==> config.mk <==
export PLATFORM = sky130hd
export DESIGN_NAME = i2c_arb_monitor
export DESIGN_NICKNAME = d
export VERILOG_FILES = /design/src/rtl/i2c_arb_pkg.sv /design/src/rtl/i2c_arb_sync.sv /design/src/rtl/i2c_arb_cond.sv /design/src/rtl/i2c_arb_cnt.sv /design/src/rtl/i2c_arb_monitor.sv
export SDC_FILE = /design/constraint.sdc
export NUM_CORES = 1
export LEC_CHECK = 0
export ABC_AREA = 1
export BUFFER_PORTS_ARGS = -buffer_cell sky130_fd_sc_hd__buf_2
export CAP_MARGIN = 20
export CORE_MARGIN = 2
export CORE_UTILIZATION = 50
export CTS_CLUSTER_SIZE = 28
export DETAILED_ROUTE_END_ITERATION = 7
export HOLD_SLACK_MARGIN = 0.03
export PLACE_DENSITY = 0.72
export SLEW_MARGIN = 20
export SYNTH_ARGS = -nofsm -noshare
export SYNTH_HDL_FRONTEND = slang
export SYNTH_SLANG_ARGS = --single-unit
export TNS_END_PERCENT = 10
==> constraint.sdc <==
create_clock -name clk -period 1.65 [get_ports clk]
set_clock_uncertainty 0.05 [all_clocks]
set_input_delay 0 -clock clk [delete_from_list [all_inputs] [get_ports clk]]
set_output_delay 0 -clock clk [all_outputs]
set_load 0.005 [all_outputs]
==> src/rtl/i2c_arb_pkg.sv <==
package i2c_arb_pkg;

    typedef enum logic [1:0] {
        ST_IDLE  = 2'd0,
        ST_ARMED = 2'd1,
        ST_DATA  = 2'd2,
        ST_ACK   = 2'd3
    } arb_state_t;

    typedef struct packed {
        logic scl_rise;
        logic scl_fall;
        logic start;
        logic stop;
    } line_ev_t;

    localparam int unsigned LINE_SCL = 0;
    localparam int unsigned LINE_SDA = 1;
    localparam int unsigned LINE_CNT = 2;

endpackage

==> src/rtl/i2c_arb_sync.sv <==
module i2c_arb_sync #(
    parameter int unsigned WIDTH  = 2,
    parameter int unsigned STAGES = 2,
    parameter logic        RST_VAL = 1'b1
) (
    input  logic             clk,
    input  logic             rst_n,
    input  logic [WIDTH-1:0] d,
    output logic [WIDTH-1:0] q
);
    logic [STAGES-1:0][WIDTH-1:0] pipe;

    always_ff @(posedge clk or negedge rst_n) begin
        if (!rst_n) pipe[0] <= {WIDTH{RST_VAL}};
        else        pipe[0] <= d;
    end

    genvar s;
    generate
        for (s = 1; s < STAGES; s++) begin : g_stage
            always_ff @(posedge clk or negedge rst_n) begin
                if (!rst_n) pipe[s] <= {WIDTH{RST_VAL}};
                else        pipe[s] <= pipe[s-1];
            end
        end
    endgenerate

    assign q = pipe[STAGES-1];
endmodule

==> src/rtl/i2c_arb_cond.sv <==
module i2c_arb_cond
    import i2c_arb_pkg::*;
(
    input  logic     clk,
    input  logic     rst_n,
    input  logic     scl_s,
    input  logic     sda_s,
    output line_ev_t ev
);
    logic scl_q;
    logic sda_q;

    always_ff @(posedge clk or negedge rst_n) begin
        if (!rst_n) begin
            scl_q <= 1'b1;
            sda_q <= 1'b1;
        end else begin
            scl_q <= scl_s;
            sda_q <= sda_s;
        end
    end

    always_comb begin
        ev.scl_rise = scl_s & ~scl_q;
        ev.scl_fall = ~scl_s & scl_q;
        ev.start    = scl_s & scl_q & sda_q & ~sda_s;
        ev.stop     = scl_s & scl_q & ~sda_q & sda_s;
    end
endmodule

==> src/rtl/i2c_arb_cnt.sv <==
module i2c_arb_cnt #(
    parameter int unsigned BITS = 8,
    localparam int unsigned LAST = BITS + 1,
    localparam int unsigned W    = $clog2(LAST + 1)
) (
    input  logic         clk,
    input  logic         rst_n,
    input  logic         clr,
    input  logic         step,
    output logic [W-1:0] cnt,
    output logic         at_data_end,
    output logic         at_ack
);
    always_ff @(posedge clk or negedge rst_n) begin
        if (!rst_n)     cnt <= '0;
        else if (clr)   cnt <= '0;
        else if (step)  cnt <= (cnt == W'(LAST)) ? W'(1) : cnt + W'(1);
    end

    assign at_data_end = (cnt == W'(BITS));
    assign at_ack      = (cnt == W'(LAST));
endmodule

==> src/rtl/i2c_arb_monitor.sv <==
module i2c_arb_monitor
    import i2c_arb_pkg::*;
#(
    parameter int unsigned BITS       = 8,
    parameter int unsigned SYNC_DEPTH = 2,
    localparam int unsigned CW = $clog2(BITS + 2)
) (
    input  logic clk,
    input  logic rst_n,
    input  logic scl_in,
    input  logic sda_in,
    input  logic tx_bit,
    input  logic tx_drive,
    input  logic byte_mode,
    input  logic rel_en,
    input  logic sw_clear,
    output logic arb_lost,
    output logic sda_off
);
    logic [LINE_CNT-1:0] raw_lines;
    logic [LINE_CNT-1:0] sync_lines;
    line_ev_t            ev;
    arb_state_t          state, state_n;
    logic [CW-1:0]       bit_cnt;
    logic                at_data_end, at_ack;
    logic                cnt_step;
    logic                compare_en, mismatch, byte_latch;
    logic                sticky, sticky_n, flag_n, off_n;
    logic                scl_rise, scl_fall, start_det;

    assign raw_lines[LINE_SCL] = scl_in;
    assign raw_lines[LINE_SDA] = sda_in;

    i2c_arb_sync #(.WIDTH(LINE_CNT), .STAGES(SYNC_DEPTH), .RST_VAL(1'b1)) u_sync (
        .clk(clk), .rst_n(rst_n), .d(raw_lines), .q(sync_lines)
    );

    i2c_arb_cond u_cond (
        .clk(clk), .rst_n(rst_n),
        .scl_s(sync_lines[LINE_SCL]), .sda_s(sync_lines[LINE_SDA]), .ev(ev)
    );

    assign scl_rise  = ev.scl_rise;
    assign scl_fall  = ev.scl_fall;
    assign start_det = ev.start;
    assign cnt_step  = ev.scl_fall && (state != ST_IDLE);

    i2c_arb_cnt #(.BITS(BITS)) u_cnt (
        .clk(clk), .rst_n(rst_n), .clr(ev.start), .step(cnt_step),
        .cnt(bit_cnt), .at_data_end(at_data_end), .at_ack(at_ack)
    );

    // State register
    always_ff @(posedge clk or negedge rst_n) begin
        if (!rst_n) state <= ST_IDLE;
        else        state <= state_n;
    end

    // Next-state logic
    always_comb begin
        state_n = state;
        if (ev.start) begin
            state_n = ST_ARMED;
        end else if (ev.stop) begin
            state_n = ST_IDLE;
        end else if (ev.scl_fall) begin
            unique case (state)
                ST_IDLE:  state_n = ST_IDLE;
                ST_ARMED: state_n = ST_DATA;
                ST_DATA:  state_n = at_data_end ? ST_ACK : ST_DATA;
                ST_ACK:   state_n = ST_DATA;
            endcase
        end
    end

    // Comparison qualifiers
    assign compare_en = (state == ST_DATA) && tx_drive && ev.scl_rise;
    assign mismatch   = compare_en && (tx_bit != sync_lines[LINE_SDA]);
    assign byte_latch = (state == ST_ACK) && ev.scl_fall;

    // Output next values: set events take priority over software clear
    always_comb begin
        flag_n   = arb_lost;
        off_n    = sda_off;
        sticky_n = sticky;
        if (sw_clear) begin
            flag_n = 1'b0;
            off_n  = 1'b0;
        end
        if (ev.start) begin
            off_n    = 1'b0;
            sticky_n = 1'b0;
        end
        if (byte_mode) begin
            if (mismatch) sticky_n = 1'b1;
            if (byte_latch) begin
                sticky_n = 1'b0;
                if (sticky) flag_n = 1'b1;
            end
        end else if (compare_en) begin
            flag_n = mismatch;
        end
        if (rel_en && mismatch) off_n = 1'b1;
    end

    // Output registers
    always_ff @(posedge clk or negedge rst_n) begin
        if (!rst_n) begin
            arb_lost <= 1'b0;
            sda_off  <= 1'b0;
            sticky   <= 1'b0;
        end else begin
            arb_lost <= flag_n;
            sda_off  <= off_n;
            sticky   <= sticky_n;
        end
    end
endmodule

==> reports/metrics.yaml <==
finalWorstPathRequiredPeriod_ps: 1290
grt_antenna_before_repair: 0
r2r-end: "u_cnt.cnt[1]$_DFFE_PN0P_"
arrival_ps: 1410
grt_max_degree: 16
firstDrtPassIters: 4
vias: 611
whs_ps: 79.8
fp.dieW_um: 41.9
fin_setup_tns_ps: 0
drv_slew: 0
finalHoldViolCount: 0
first_iter_violations: 15
synthTopCellsByCount: "nand2_1, inv_1, nand3_1"
cts_root_buffer: "clkbuf_4"
cts.path.max_buffers: 2
vias_per_cell: 5.05
synth-compound-area-share_pct: 5.04
cts-htree-levels: 1
status: "finished, final reports clean"
gp_congestion: 0.763
cp-start-kind: "flop"
n_antenna_cell: 0
synth_most_common_cell: "nand2_1"
setup_ws_ps: 365
reg2reg_depth: 5
worstSetupPathType: "reg2reg"
hp-class: "in2async"
num_io_pins: 11
finalSetupViolations: 0
insertion_delay_ps: 290
fp.dieH_um: 41.9
synth_fp_nets: 95
syn_area_um2: 719
ys_types: 18
rsz0062_at_grt: "no"
worstMarginPinSlew_ps: 323
cts_tree: "done"
layout-drive-gt1-share_pct: 24.5
synth-edff-count: 0
reg2reg_from: "u_sync.q[0]$_DFF_PN1_"
cp-endpoint: "u_cnt.cnt[1]$_DFFE_PN0P_"
muxShareOfSynthArea_pct: 0
core_mm2: 0.00132
synthFlopType: "dfrtp_1"
cts_made_buffers: 3
grt_pass1_wl_um: 2420
wl_per_cell_um: 11.4
crit_fanout: 5
area_growth_pct: 21.6
clock-sinks: 15
cp-end-kind: "flop"
ys_seq_area_share_pct: 53.2
nFillCells: 111
total_power_w: 0.000919
synthAdderAreaFrac_pct: 0
power-per-cell-area_mw_per_mm2: 1050
cap_violations: 0
stdcell_area_um2: 875
ys_async_sr_fraction_pct: 100
die-area_mm2: 0.00176
synth_xor_area_share_pct: 1.22
overflow: 0
r2r_slack_ps: 360
synth_top_family_by_area: "simple AND/OR/NAND/NOR gates"
cellLeakagePower_nw: 0.452
placed_area_um2: 788
max_freq_mhz: 778
synth_top_area_share_pct: 31.3
first_global_vias: 582
synth_area_leaders: "dfrtp_1, dfstp_2, nand2_1"
initial_core_util_pct: 54.6
maxSlewHeadroom_pct: 78.5
synth-seq-cells: 15
ys_warn_count: 0
fin_nets: 116
route.antenna.remaining_nets: 0
timing.final.crit_share_pct: 77.9
wl_um: 1380
crit_start: "u_sync.q[0]$_DFF_PN1_"
synth_cells: 86
clk_transition_reported_paths_ps: 90
synth-simple-area-share_pct: 32.7
grt_usage_pct: 18.9
pre_cts_slack_ps: 411
synth_top_area_cell: "dfrtp_1"
rows: 13
drc: 0
hpwl_um: 1020
io_buffers: 10
cp.required_ps: 1780
peakVddDrop_mv: 0.583
syn_avg_cell_area_um2: 8.37
## final cells by class
cell class,instances,area (um2),share of cell area (%)
Inverter,15,56.3,6.44
Multi-Input combinational cell,56,280,32.0
Sequential cell,15,383,43.8
Timing Repair Buffer,16,110,12.6
Clock buffer,4,26.3,3.00
Tap cell,15,18.8,2.15
## sequential cells by signal (all words and copies together), names as in the netlist
| name | cells |
|---|---|
| u_cond.scl_q | 1 |
| arb_lost | 1 |
| u_sync.pipe | 2 |
| sticky | 1 |
| state | 2 |
| u_sync.q | 2 |
| sda_off | 1 |
| u_cond.sda_q | 1 |
| u_cnt.cnt | 4 |
## routing by layer
metal / wire length [um] / track usage, %
met1: 635 / 22.8
met2: 646 / 31.6
met3: 58 / 3.91
met4: 39 / 9.68
met5: 0 / 0
## stage by stage
stage	instances	util (%)
after global routing	121	66.4
after detailed placement	111	59.8
final	121	66.4
after global placement	111	59.8
after floorplan	86	-
after CTS	121	66.4
## placed cells by master (no fill, tap or decap)
cell           instances
a21oi_4                1
dfstp_2                6
nor2_4                 1
clkbuf_1               1
dfrtp_1                9
nor2_1                 5
nor2_2                 1
dlygate4sd3_1          6
nand2_1               23
nor3_1                 2
xor2_1                 1
nand3_2                1
clkbuf_4               3
nand3_1               12
buf_2                 10
nand3b_1               1
a21oi_1                2
nand4_1                2
inv_1                 14
nand2_2                2
inv_2                  1
o21ai_1                2
## worst max-delay path: stages, from the launching register on
cell     delay (ps)
dfstp_2         570
nand2_1          70
nor3_1          240
nor2_2          110
nand2_1          60
o21ai_1          70
## where the power goes
group	switching (W)	internal, W
registers	0.0000673	0.000435
logic	0.000120	0.0000833
clock network	0.000119	0.0000941
total	0.000307	0.000612
## what timing repair did
item,CTS,global route
buffers inserted,0,0
endpoints found under the hold margin,20,0
resized for setup,0,0
hold buffers,6,0
## kinds of logic (layout without fill, tap and decap cells)
| group | Yosys count | in the layout |
|---|---|---|
| AND/OR/NAND/NOR | 50 | 50 |
| buffers and inverters | 15 | 35 |
| flip-flops | 15 | 15 |
| AO/OA/AOI/OAI | 5 | 5 |
| XOR/XNOR | 1 | 1 |
## how the worst min path moves through the flow
stage	startpoint	to	cells past startpoint
3_5_place_dp	rst_n	u_cnt.cnt[3]$_DFFE_PN0P_	1
4_1_cts	tx_bit	sda_off$_DFFE_PN0P_	5
5_1_grt	tx_bit	sda_off$_DFFE_PN0P_	5
2_1_floorplan	rst_n	arb_lost$_DFF_PN0_	0
6_report	rst_n	u_cnt.cnt[3]$_DFFE_PN0P_	2
3_3_place_gp	rst_n	u_cnt.cnt[3]$_DFFE_PN0P_	1
(Power assumes the default switching activity.)
